**src/rtl/lin_mc_pkg.sv**
```systemverilog
package lin_mc_pkg;
  typedef enum logic [1:0] {
    MODE_PRE    = 2'd0,
    MODE_NORM   = 2'd1,
    MODE_SILENT = 2'd2,
    MODE_SLEEP  = 2'd3
  } lin_mode_e;
endpackage

```
**src/rtl/lin_wake_filter.sv**
```systemverilog
// Remote wake filter: arms on a recessive sample, then needs a run of
// dominant samples of the programmed length while the filter is active.
module lin_wake_filter #(
  parameter int DOM_TICKS = 1200
) (
  input  logic clk,
  input  logic por_n,
  input  logic active_i,
  input  logic bus_i,
  output logic wake_o
);
  localparam int CW = $clog2(DOM_TICKS + 1);
  localparam logic [CW-1:0] LOAD = CW'(DOM_TICKS);
  localparam logic [CW-1:0] ONE  = CW'(1);

  logic          armed_q;
  logic [CW-1:0] cnt_q;

  always_ff @(posedge clk or negedge por_n) begin
    if (!por_n) begin
      armed_q <= 1'b0;
      cnt_q   <= LOAD;
    end else if (!active_i) begin
      armed_q <= 1'b0;
      cnt_q   <= LOAD;
    end else if (bus_i) begin
      armed_q <= 1'b1;
      cnt_q   <= LOAD;
    end else if (armed_q && cnt_q > ONE) begin
      cnt_q <= cnt_q - ONE;
    end
  end

  assign wake_o = active_i && armed_q && !bus_i && (cnt_q == ONE);

  AST_FILT_DISARMED: assert property (@(posedge clk) disable iff (!por_n)
    !active_i |=> !wake_o);

  generate
    if (DOM_TICKS > 1) begin : g_multi
      AST_FILT_NO_SHORT: assert property (@(posedge clk) disable iff (!por_n)
        (active_i && bus_i) |=> !wake_o);
    end
  endgenerate
endmodule

```
**src/rtl/lin_txd_guard.sv**
```systemverilog
// Dominant time-out on the transmit line; the cut-off stays latched
// until TXD is sampled recessive.
module lin_txd_guard #(
  parameter int TO_TICKS = 8000
) (
  input  logic clk,
  input  logic por_n,
  input  logic txd_i,
  output logic timeout_o
);
  localparam int CW = $clog2(TO_TICKS + 1);
  localparam logic [CW-1:0] LOAD = CW'(TO_TICKS);
  localparam logic [CW-1:0] ONE  = CW'(1);

  logic [CW-1:0] cnt_q;
  logic          to_q;

  always_ff @(posedge clk or negedge por_n) begin
    if (!por_n) begin
      cnt_q <= LOAD;
      to_q  <= 1'b0;
    end else if (txd_i) begin
      cnt_q <= LOAD;
      to_q  <= 1'b0;
    end else begin
      if (cnt_q > ONE) cnt_q <= cnt_q - ONE;
      if (cnt_q == ONE) to_q <= 1'b1;
    end
  end

  assign timeout_o = to_q;

  AST_TO_STICKY: assert property (@(posedge clk) disable iff (!por_n)
    (to_q && !txd_i) |=> to_q);
  AST_TO_CLEARS: assert property (@(posedge clk) disable iff (!por_n)
    txd_i |=> !to_q);
endmodule

```
**src/rtl/lin_sleep_window.sv**
```systemverilog
// Measures how long TXD has been dominant; ok_o marks a sleep request
// that falls within the allowed lead time.
module lin_sleep_window #(
  parameter int WIN_TICKS = 64
) (
  input  logic clk,
  input  logic por_n,
  input  logic txd_i,
  output logic ok_o
);
  localparam int CW = $clog2(WIN_TICKS + 1);
  localparam logic [CW-1:0] LOAD = CW'(WIN_TICKS);
  localparam logic [CW-1:0] ONE  = CW'(1);

  logic [CW-1:0] cnt_q;

  always_ff @(posedge clk or negedge por_n) begin
    if (!por_n)              cnt_q <= LOAD;
    else if (txd_i)          cnt_q <= LOAD;
    else if (cnt_q != '0)    cnt_q <= cnt_q - ONE;
  end

  assign ok_o = !txd_i && (cnt_q != '0);

  AST_WIN_EXPIRED: assert property (@(posedge clk) disable iff (!por_n)
    (!txd_i && cnt_q == '0) |=> !ok_o);
endmodule

```
**src/rtl/lin_mode_ctrl.sv**
```systemverilog
module lin_mode_ctrl
  import lin_mc_pkg::*;
#(
  parameter int HOLD_TICKS      = 4000,
  parameter int SLEEP_WIN_TICKS = 64,
  parameter int WAKE_DOM_TICKS  = 1200,
  parameter int TXD_TO_TICKS    = 8000
) (
  input  logic       clk,
  input  logic       por_n,
  input  logic       en_i,
  input  logic       txd_i,
  input  logic       bus_i,
  input  logic       wake_n_i,
  output logic [1:0] mode_o,
  output logic       reg_on_o,
  output logic       reg_lowtol_o,
  output logic       term_en_o,
  output logic       tx_en_o,
  output logic       bus_drv_o,
  output logic       rxd_o,
  output logic       nres_o
);
  localparam int HW = $clog2(HOLD_TICKS + 1);
  localparam logic [HW-1:0] HOLD_LOAD = HW'(HOLD_TICKS);
  localparam logic [HW-1:0] HONE      = HW'(1);

  lin_mode_e     mode_q, mode_d;
  logic          en_q, wake_n_q, flag_q;
  logic [HW-1:0] hold_q;
  logic          en_fall, loc_wake, bus_wake, any_wake, low_pwr;
  logic          sleep_ok, txd_to;

  assign low_pwr  = (mode_q == MODE_SILENT) || (mode_q == MODE_SLEEP);
  assign en_fall  = en_q && !en_i;
  assign loc_wake = low_pwr && wake_n_q && !wake_n_i;
  assign any_wake = loc_wake || bus_wake;

  lin_wake_filter #(.DOM_TICKS(WAKE_DOM_TICKS)) u_filt (
    .clk(clk), .por_n(por_n), .active_i(low_pwr), .bus_i(bus_i), .wake_o(bus_wake)
  );

  lin_sleep_window #(.WIN_TICKS(SLEEP_WIN_TICKS)) u_win (
    .clk(clk), .por_n(por_n), .txd_i(txd_i), .ok_o(sleep_ok)
  );

  lin_txd_guard #(.TO_TICKS(TXD_TO_TICKS)) u_guard (
    .clk(clk), .por_n(por_n), .txd_i(txd_i), .timeout_o(txd_to)
  );

  always_comb begin
    mode_d = mode_q;
    unique case (mode_q)
      MODE_PRE:    if (en_i) mode_d = MODE_NORM;
      MODE_NORM:   if (en_fall) mode_d = sleep_ok ? MODE_SLEEP : MODE_SILENT;
      MODE_SILENT: begin
        if (en_i)          mode_d = MODE_NORM;
        else if (any_wake) mode_d = MODE_PRE;
      end
      MODE_SLEEP:  if (any_wake) mode_d = MODE_PRE;
      default:     mode_d = MODE_PRE;
    endcase
  end

  always_ff @(posedge clk or negedge por_n) begin
    if (!por_n) begin
      mode_q   <= MODE_PRE;
      en_q     <= 1'b0;
      wake_n_q <= 1'b1;
      flag_q   <= 1'b0;
      hold_q   <= HOLD_LOAD;
    end else begin
      mode_q   <= mode_d;
      en_q     <= en_i;
      wake_n_q <= wake_n_i;
      if (mode_d == MODE_NORM)
        flag_q <= 1'b0;
      else if (low_pwr && mode_d == MODE_PRE)
        flag_q <= 1'b1;
      if (mode_q == MODE_SLEEP && mode_d == MODE_PRE)
        hold_q <= HOLD_LOAD;
      else if (mode_q != MODE_SLEEP && hold_q != '0)
        hold_q <= hold_q - HONE;
    end
  end

  assign mode_o       = mode_q;
  assign reg_on_o     = (mode_q != MODE_SLEEP);
  assign reg_lowtol_o = (mode_q == MODE_SILENT);
  assign term_en_o    = (mode_q == MODE_PRE) || (mode_q == MODE_NORM);
  assign tx_en_o      = (mode_q == MODE_NORM) && !txd_to;
  assign bus_drv_o    = tx_en_o ? txd_i : 1'b1;
  assign rxd_o        = flag_q ? 1'b0 : ((mode_q == MODE_SLEEP) ? 1'b1 : bus_i);
  assign nres_o       = (mode_q != MODE_SLEEP) && (hold_q == '0);

  AST_SLEEP_FROM_NORMAL: assert property (@(posedge clk) disable iff (!por_n)
    (mode_q != MODE_NORM && mode_q != MODE_SLEEP) |=> mode_q != MODE_SLEEP);
  AST_SILENT_TO_NORMAL: assert property (@(posedge clk) disable iff (!por_n)
    (mode_q == MODE_SILENT && en_i) |=> mode_q == MODE_NORM);
  AST_WAKE_IND_HELD: assert property (@(posedge clk) disable iff (!por_n)
    (flag_q && !en_i) |=> !rxd_o);
  AST_NORMAL_STAYS: assert property (@(posedge clk) disable iff (!por_n)
    (mode_q == MODE_NORM && !en_fall) |=> mode_q == MODE_NORM);
endmodule

```
**config.mk**
```make
export PLATFORM = sky130hd
export DESIGN_NAME = lin_mode_ctrl
export DESIGN_NICKNAME = d
export VERILOG_FILES = /design/src/rtl/lin_mc_pkg.sv /design/src/rtl/lin_wake_filter.sv /design/src/rtl/lin_txd_guard.sv /design/src/rtl/lin_sleep_window.sv /design/src/rtl/lin_mode_ctrl.sv
export SDC_FILE = /design/constraint.sdc
export NUM_CORES = 1
export LEC_CHECK = 0
export ABC_AREA = 1
export BUFFER_PORTS_ARGS = -buffer_cell sky130_fd_sc_hd__buf_2
export CAP_MARGIN = 15
export CELL_PAD_IN_SITES_DETAIL_PLACEMENT = 0
export CELL_PAD_IN_SITES_GLOBAL_PLACEMENT = 1
export CORE_MARGIN = 2
export CORE_UTILIZATION = 39
export CTS_BUF_LIST = sky130_fd_sc_hd__clkbuf_8 sky130_fd_sc_hd__clkbuf_16
export DETAILED_ROUTE_END_ITERATION = 10
export PLACE_DENSITY = 0.74
export SLEW_MARGIN = 40
export SYNTH_ARGS = -nofsm -noshare
export SYNTH_HDL_FRONTEND = slang
export SYNTH_SLANG_ARGS = --single-unit
```
**constraint.sdc**
```tcl
create_clock -name clk -period 1.66 [get_ports clk]
set_clock_uncertainty 0.15 [all_clocks]
set_input_delay 0.166 -clock clk [delete_from_list [all_inputs] [get_ports clk]]
set_output_delay 0.166 -clock clk [all_outputs]
set_load 0.1 [all_outputs]
```
# After elaboration in Yosys (flattened, before gate mapping)
# Cells that the tools add are included.
# word_totals
in_bits,6
word_cells,80
out_inout_bits,9
ff_bits,50
# op_classes
n_mux,24
reduce_logical,31
addsub,4
eq_ne,9
n_lt_le_gt_ge,2
# ops
cell,n
$mux W11,3
$mux W13,2
$mux W12,2
$mux W7,2
$eq A13 B1 Y1 const B,1
$gt A13 B1 Y1 const B,1
$logic_and A1 B1 Y1,13
$sub A13 B1 Y13 const B,1
$logic_not A12 Y1,1
$reduce_bool A12 Y1,1
$sub A12 B1 Y12 const B,1
$eq A11 B1 Y1 const B,1
$gt A11 B1 Y1 const B,1
$sub A11 B1 Y11 const B,1
$mux W1,10
$reduce_bool A2 Y1,5
$mux W2,4
$pmux W2 S4,1
$reduce_bool A7 Y1,1
$sub A7 B1 Y7 const B,1
$logic_not A1 Y1,5
$eq A2 B1 Y1 const B,2
$eq A2 B2 Y1 const B,2
$logic_not A2 Y1,2
3 further kinds,6

# Depth between registers and ports, before layout
# logic_depth
ltp_word,13
ltp_mapped,12
ltp_nobuf,12

# Cells and area by module
# A second synthesis with hierarchy kept.
# hier_totals
hier_cells,448
hier_area_um2,3188.1
# modules_own_cells
mod,cells_per_inst,n_inst,area_each_um2,seq_area_each_um2
lin_mode_ctrl,157,1,1089.8,434.2
lin_txd_guard,123,1,888.4,357.8
lin_wake_filter,123,1,823.3,305.3
lin_sleep_window,45,1,386.6,176.4

# Least setup slack after synthesis
# No wires, ideal clock.
# synth_path
path_type,register -> output
from,"register mode_q[0], in the netlist mode_o[0]"
to,output bus_drv_o
required_time_ps,1344
path_stages_with_launch,4
arrival_ps,4683
n_path_buf,0
slack_ps,-3339
path_cell_list,dfrtp_1 inv_1 nor3_1 nand2_1
# synth_between
elab_chain_len,3
# synth_lines
element,line_no,source
start: declaration,lin_mode_ctrl.sv:28,"lin_mode_e mode_q, mode_d;"
start signal: assignment,lin_mode_ctrl.sv:73,mode_q <= mode_d;
$eq A2 B1 Y1,lin_mode_ctrl.sv:91,assign tx_en_o = (mode_q == MODE_NORM) && !txd_to;
$logic_and A1 B1 Y1,lin_mode_ctrl.sv:91,
named net tx_en_o,lin_mode_ctrl.sv:19,"output logic tx_en_o,"
$mux W1,lin_mode_ctrl.sv:92,assign bus_drv_o = tx_en_o ? txd_i : 1'b1;
end: declaration,lin_mode_ctrl.sv:20,"output logic bus_drv_o,"
# The timed path passes the listed nets, and every way through them passes these cells.

# Final worst setup path
# layout_path
from,register hold_q[4]
to,output nres_o
# layout_between
elab_chain_len,2
# layout_lines
element,line_no,source
start: declaration,lin_mode_ctrl.sv:30,logic [HW-1:0] hold_q;
start signal: assignment,lin_mode_ctrl.sv:83,hold_q <= hold_q - HONE;
$logic_not A12 Y1,lin_mode_ctrl.sv:94,assign nres_o = (mode_q != MODE_SLEEP) && (hold_q == '0);
$logic_and A1 B1 Y1,lin_mode_ctrl.sv:94,
end: declaration,lin_mode_ctrl.sv:22,output logic nres_o
# No other way between the ends.

==> run_summary.xml <==
<?xml version="1.0" encoding="UTF-8"?>
<metrics>
  <group name="run_status">
    <metric name="status" unit="">finished with violations</metric>
    <metric name="failed_checks" unit="">setup timing</metric>
  </group>
  <group name="critical_path">
    <metric name="worst-r2r-cell-count" unit="">9</metric>
    <metric name="worst-path-buf-inv" unit="">1</metric>
    <metric name="critPathLaunchType" unit="">flip-flop</metric>
    <metric name="crit_slowest_cell" unit="">dfrtp_1</metric>
    <metric name="endpoint_kind" unit="">output port</metric>
    <metric name="critical_path.max_stage_delay" unit="ns">0.43</metric>
    <metric name="reg2reg_from" unit="">hold_q[4]</metric>
    <metric name="reg2reg_slack" unit="ns">-0.16</metric>
    <metric name="critPathArrivalTime" unit="ns">1.61</metric>
    <metric name="worstPathCellList" unit="">nor2_2 &gt; nand3_4 &gt; nor2_4 &gt; nand3_4 &gt; nor2_4 &gt; buf_12</metric>
    <metric name="worst_ep_required_time" unit="ns">1.34</metric>
    <metric name="crit-reg2reg-capture" unit="">hold_q[0]</metric>
    <metric name="crit_family" unit="">simple AND/OR/NAND/NOR gates</metric>
    <metric name="timing.critical_path.fanout_max" unit="">4</metric>
    <metric name="critical_path_start_end_classification" unit="">reg2out</metric>
  </group>
  <group name="clock_tree">
    <metric name="deepest_level_of_the_cts_h_tree" unit="">2</metric>
    <metric name="cts_made_buffers" unit="">5</metric>
    <metric name="cell_chosen_for_the_clock_root" unit="">clkbuf_8</metric>
    <metric name="clk_latency" unit="ns">0.31</metric>
    <metric name="cts_tree" unit="">built</metric>
    <metric name="clockBufferDepth" unit="">2</metric>
    <metric name="clkSinkCount" unit="">50</metric>
    <metric name="clk_transition_reported_paths" unit="ns">0.10</metric>
  </group>
  <group name="sta">
    <metric name="setup_viol_count_final" unit="">15</metric>
    <metric name="relSlewSlack" unit="%">80.9</metric>
    <metric name="finalHoldViolCount" unit="">0</metric>
    <metric name="setup_ws" unit="ns">-0.270</metric>
    <metric name="final_max_slew_viol_count" unit="">0</metric>
    <metric name="max_slew.worst_pin.slew" unit="ns">0.286</metric>
    <metric name="grt_setup_unrepaired" unit="">yes</metric>
    <metric name="fmax" unit="MHz">518</metric>
    <metric name="period_needed" unit="ns">1.93</metric>
    <metric name="final.period_utilization" unit="%">116</metric>
  </group>
  <group name="layout">
    <metric name="regArea" unit="sq um">1280</metric>
    <metric name="nNetsFinal" unit="">523</metric>
    <metric name="fillerInstances" unit="">714</metric>
    <metric name="layout-area-overhead-vs-synth" unit="%">40.5</metric>
    <metric name="multiInputGateArea" unit="sq um">1880</metric>
    <metric name="n_antenna_cell" unit="">0</metric>
    <metric name="finish.utilization" unit="%">56.9</metric>
    <metric name="drive_above_1_share" unit="%">42.0</metric>
    <metric name="leading_cell_types_in_the_layout_fill_and_taps_excluded" unit="">nand2_1, buf_4, inv_1, nand3_1, nor2_1</metric>
    <metric name="layout.cells.most_common" unit="">nand2_1</metric>
  </group>
  <group name="routing">
    <metric name="drt_pass1_iterations" unit="">5</metric>
    <metric name="detail_route.vias_per_cell" unit="">4.78</metric>
    <metric name="postRouteWirelength" unit="mm">7.83</metric>
    <metric name="wire_per_inst" unit="microns">12.8</metric>
    <metric name="route.detailed.drc" unit="">0</metric>
    <metric name="detailedRoute.firstIterationViolations" unit="">105</metric>
    <metric name="drt.antenna.violating_nets" unit="">0</metric>
    <metric name="dr_total_vias" unit="">2932</metric>
  </group>
  <group name="floorplanning">
    <metric name="floorplan.die.height" unit="microns">94.1</metric>
    <metric name="design.die.area" unit="sq um">8850</metric>
    <metric name="io_pins" unit="">15</metric>
    <metric name="row_count" unit="">32</metric>
    <metric name="placeableCoreArea" unit="sq um">7810</metric>
    <metric name="die_width" unit="microns">94.1</metric>
    <metric name="initial_utilization" unit="%">40.5</metric>
  </group>
  <group name="placed_design">
    <metric name="post-dp-hpwl" unit="mm">5.18</metric>
    <metric name="post-place-ws" unit="ns">-0.0287</metric>
    <metric name="port_buffers" unit="">14</metric>
    <metric name="gpl.final_weighted_congestion" unit="">0.879</metric>
  </group>
  <group name="synthesis">
    <metric name="synth_nets" unit="">435</metric>
    <metric name="netlist.top_cell.by_area" unit="">dfrtp_1</metric>
    <metric name="synth_register_bits" unit="">50</metric>
    <metric name="ys_warn_count" unit="">0</metric>
    <metric name="post_synth_instance_area" unit="sq um">3160</metric>
    <metric name="syn_area_per_cell" unit="sq um">7.48</metric>
    <metric name="async_flop_share" unit="%">100</metric>
    <metric name="synth_enable_flop_cells" unit="">0</metric>
    <metric name="sequential_share_of_the_synthesized_area" unit="%">40.3</metric>
    <metric name="synthesis.instances" unit="">423</metric>
    <metric name="dominantRegCellSynth" unit="">dfrtp_1</metric>
    <metric name="synth.top_cells.by_area" unit="">dfrtp_1, dfstp_2, nand2_1</metric>
    <metric name="yosys.cell_types.count" unit="">34</metric>
    <metric name="post-synth-top-area-fraction" unit="%">25.3</metric>
  </group>
  <group name="pwr">
    <metric name="powerDensity" unit="nW/um^2">1560</metric>
    <metric name="total_leakage_power" unit="uW">0.00218</metric>
    <metric name="worst_ir_drop_vdd" unit="mV">1.40</metric>
  </group>
  <group name="grt">
    <metric name="first_global_vias" unit="">2887</metric>
    <metric name="grt_first_pass_wirelength" unit="mm">13.2</metric>
    <metric name="number_of_antenna_violations_at_the_first_check_in_global_routing" unit="">0</metric>
    <metric name="grt.overflow.total" unit="">0</metric>
    <metric name="grt_start_max_net_pins" unit="">51</metric>
    <metric name="grt_util_all_layers" unit="%">18.7</metric>
  </group>
  <group name="worst_hold_path">
    <metric name="worst_min_delay_path_startpoint" unit="">bus_i</metric>
    <metric name="min-delay-path-class" unit="">in2reg</metric>
    <metric name="hold_end" unit="">u_filt.cnt_q[2]</metric>
    <metric name="holdPathStages" unit="">4</metric>
  </group>
  <group name="flow_run">
    <metric name="maxCapViolCount" unit="">0</metric>
  </group>
</metrics>
cells in the mapped netlist (3+ instances only):
master	n
nand2_2	9
nand4_1	6
buf_6	3
nor2_2	4
inv_1	63
o21ai_2	9
nand2_1	105
dfstp_2	18
or2_2	3
dfrtp_1	32
nand2_4	4
ha_1	6
nor2_1	55
a21oi_1	7
nor3_1	10
xor2_1	12
nand3_1	43
nand3_2	4
nor2_4	4
o21ai_0	8
final cells by class:
class,instances,area share (%)
Inverter,65,5.83
Clock buffer,6,1.86
Multi-Input combinational cell,302,42.3
Sequential cell,50,28.9
Clock inverter,2,0.282
Tap cell,102,2.87
Timing Repair Buffer,87,18.0
timing repair:
item | 4_1_cts | 5_1_grt
resized for setup | 20 | 71
hold endpoints to repair | 53 | 0
endpoints found under the setup margin | 19 | 46
buffers inserted | 9 | 8
hold buffers | 4 | 0
pin swaps | 6 | 26
cloned | 1 | 2
how the worst max path moves through the flow:
stage | cells past startpoint | slack (ns) | from | to
floorplan | 3 | -0.70 | mode_o[1] | bus_drv_o
global placement | 9 | 0.007 | hold_q[0] | hold_q[3]
detailed placement | 9 | -0.03 | hold_q[0] | hold_q[6]
CTS | 7 | -0.28 | hold_q[1] | nres_o
global route | 6 | -0.36 | hold_q[4] | nres_o
finish | 6 | -0.27 | hold_q[4] | nres_o
per-stage QoR:
step | TNS, ns | area, sq um | total power [uW] | cells | hold WS, ns
2_1_floorplan | -5.62 | 3230 | 4420 | 423 | -0.280
3_3_place_gp | 0 | 3840 | 5460 | 582 | 0.0354
3_5_place_dp | -0.0848 | 3840 | 5490 | 582 | 0.0346
4_1_cts | -1.34 | 4150 | 6580 | 604 | 0.0184
5_1_grt | -2.65 | 4440 | 7430 | 614 | 0.0377
6_report | -1.23 | 4440 | 6930 | 614 | 0.0266
report_power, final:
part	total [uW]	internal, uW	switching (uW)
Clock	773	336	437
Combinational	4120	1680	2440
Sequential	2040	1650	390
flip-flops by register name (all words and copies together), names as in the netlist:
name               cells
hold_q                12
u_filt.armed_q         1
u_guard.timeout_o      1
mode_o                 2
u_win.cnt_q            7
flag_q                 1
en_q                   1
u_filt.cnt_q          11
wake_n_q               1
u_guard.cnt_q         13
per-layer routing:
metal | vias up | routed length [microns] | global-route usage, %
met2 | 41 | 3890 | 31.5
met3 | 7 | 189 | 2.97
met1 | 1385 | 3670 | 25.0
li1 | 1499 | - | -
met4 | 0 | 83 | 4.95
met5 | - | 0 | 0
cells by family after synthesis:
family,synth area share (%)
compound gates,5.42
xor+xnor,3.84
fa+ha+maj,2.37
buf+inv,9.89
flops,40.3
simple gates,38.2
tightest hold or removal path, cell delays in order:
cell	delay (ns)
buf_2	0.12
nor3_1	0.07
nand3_2	0.06
nand2_1	0.04
(Power assumes the default switching activity.)
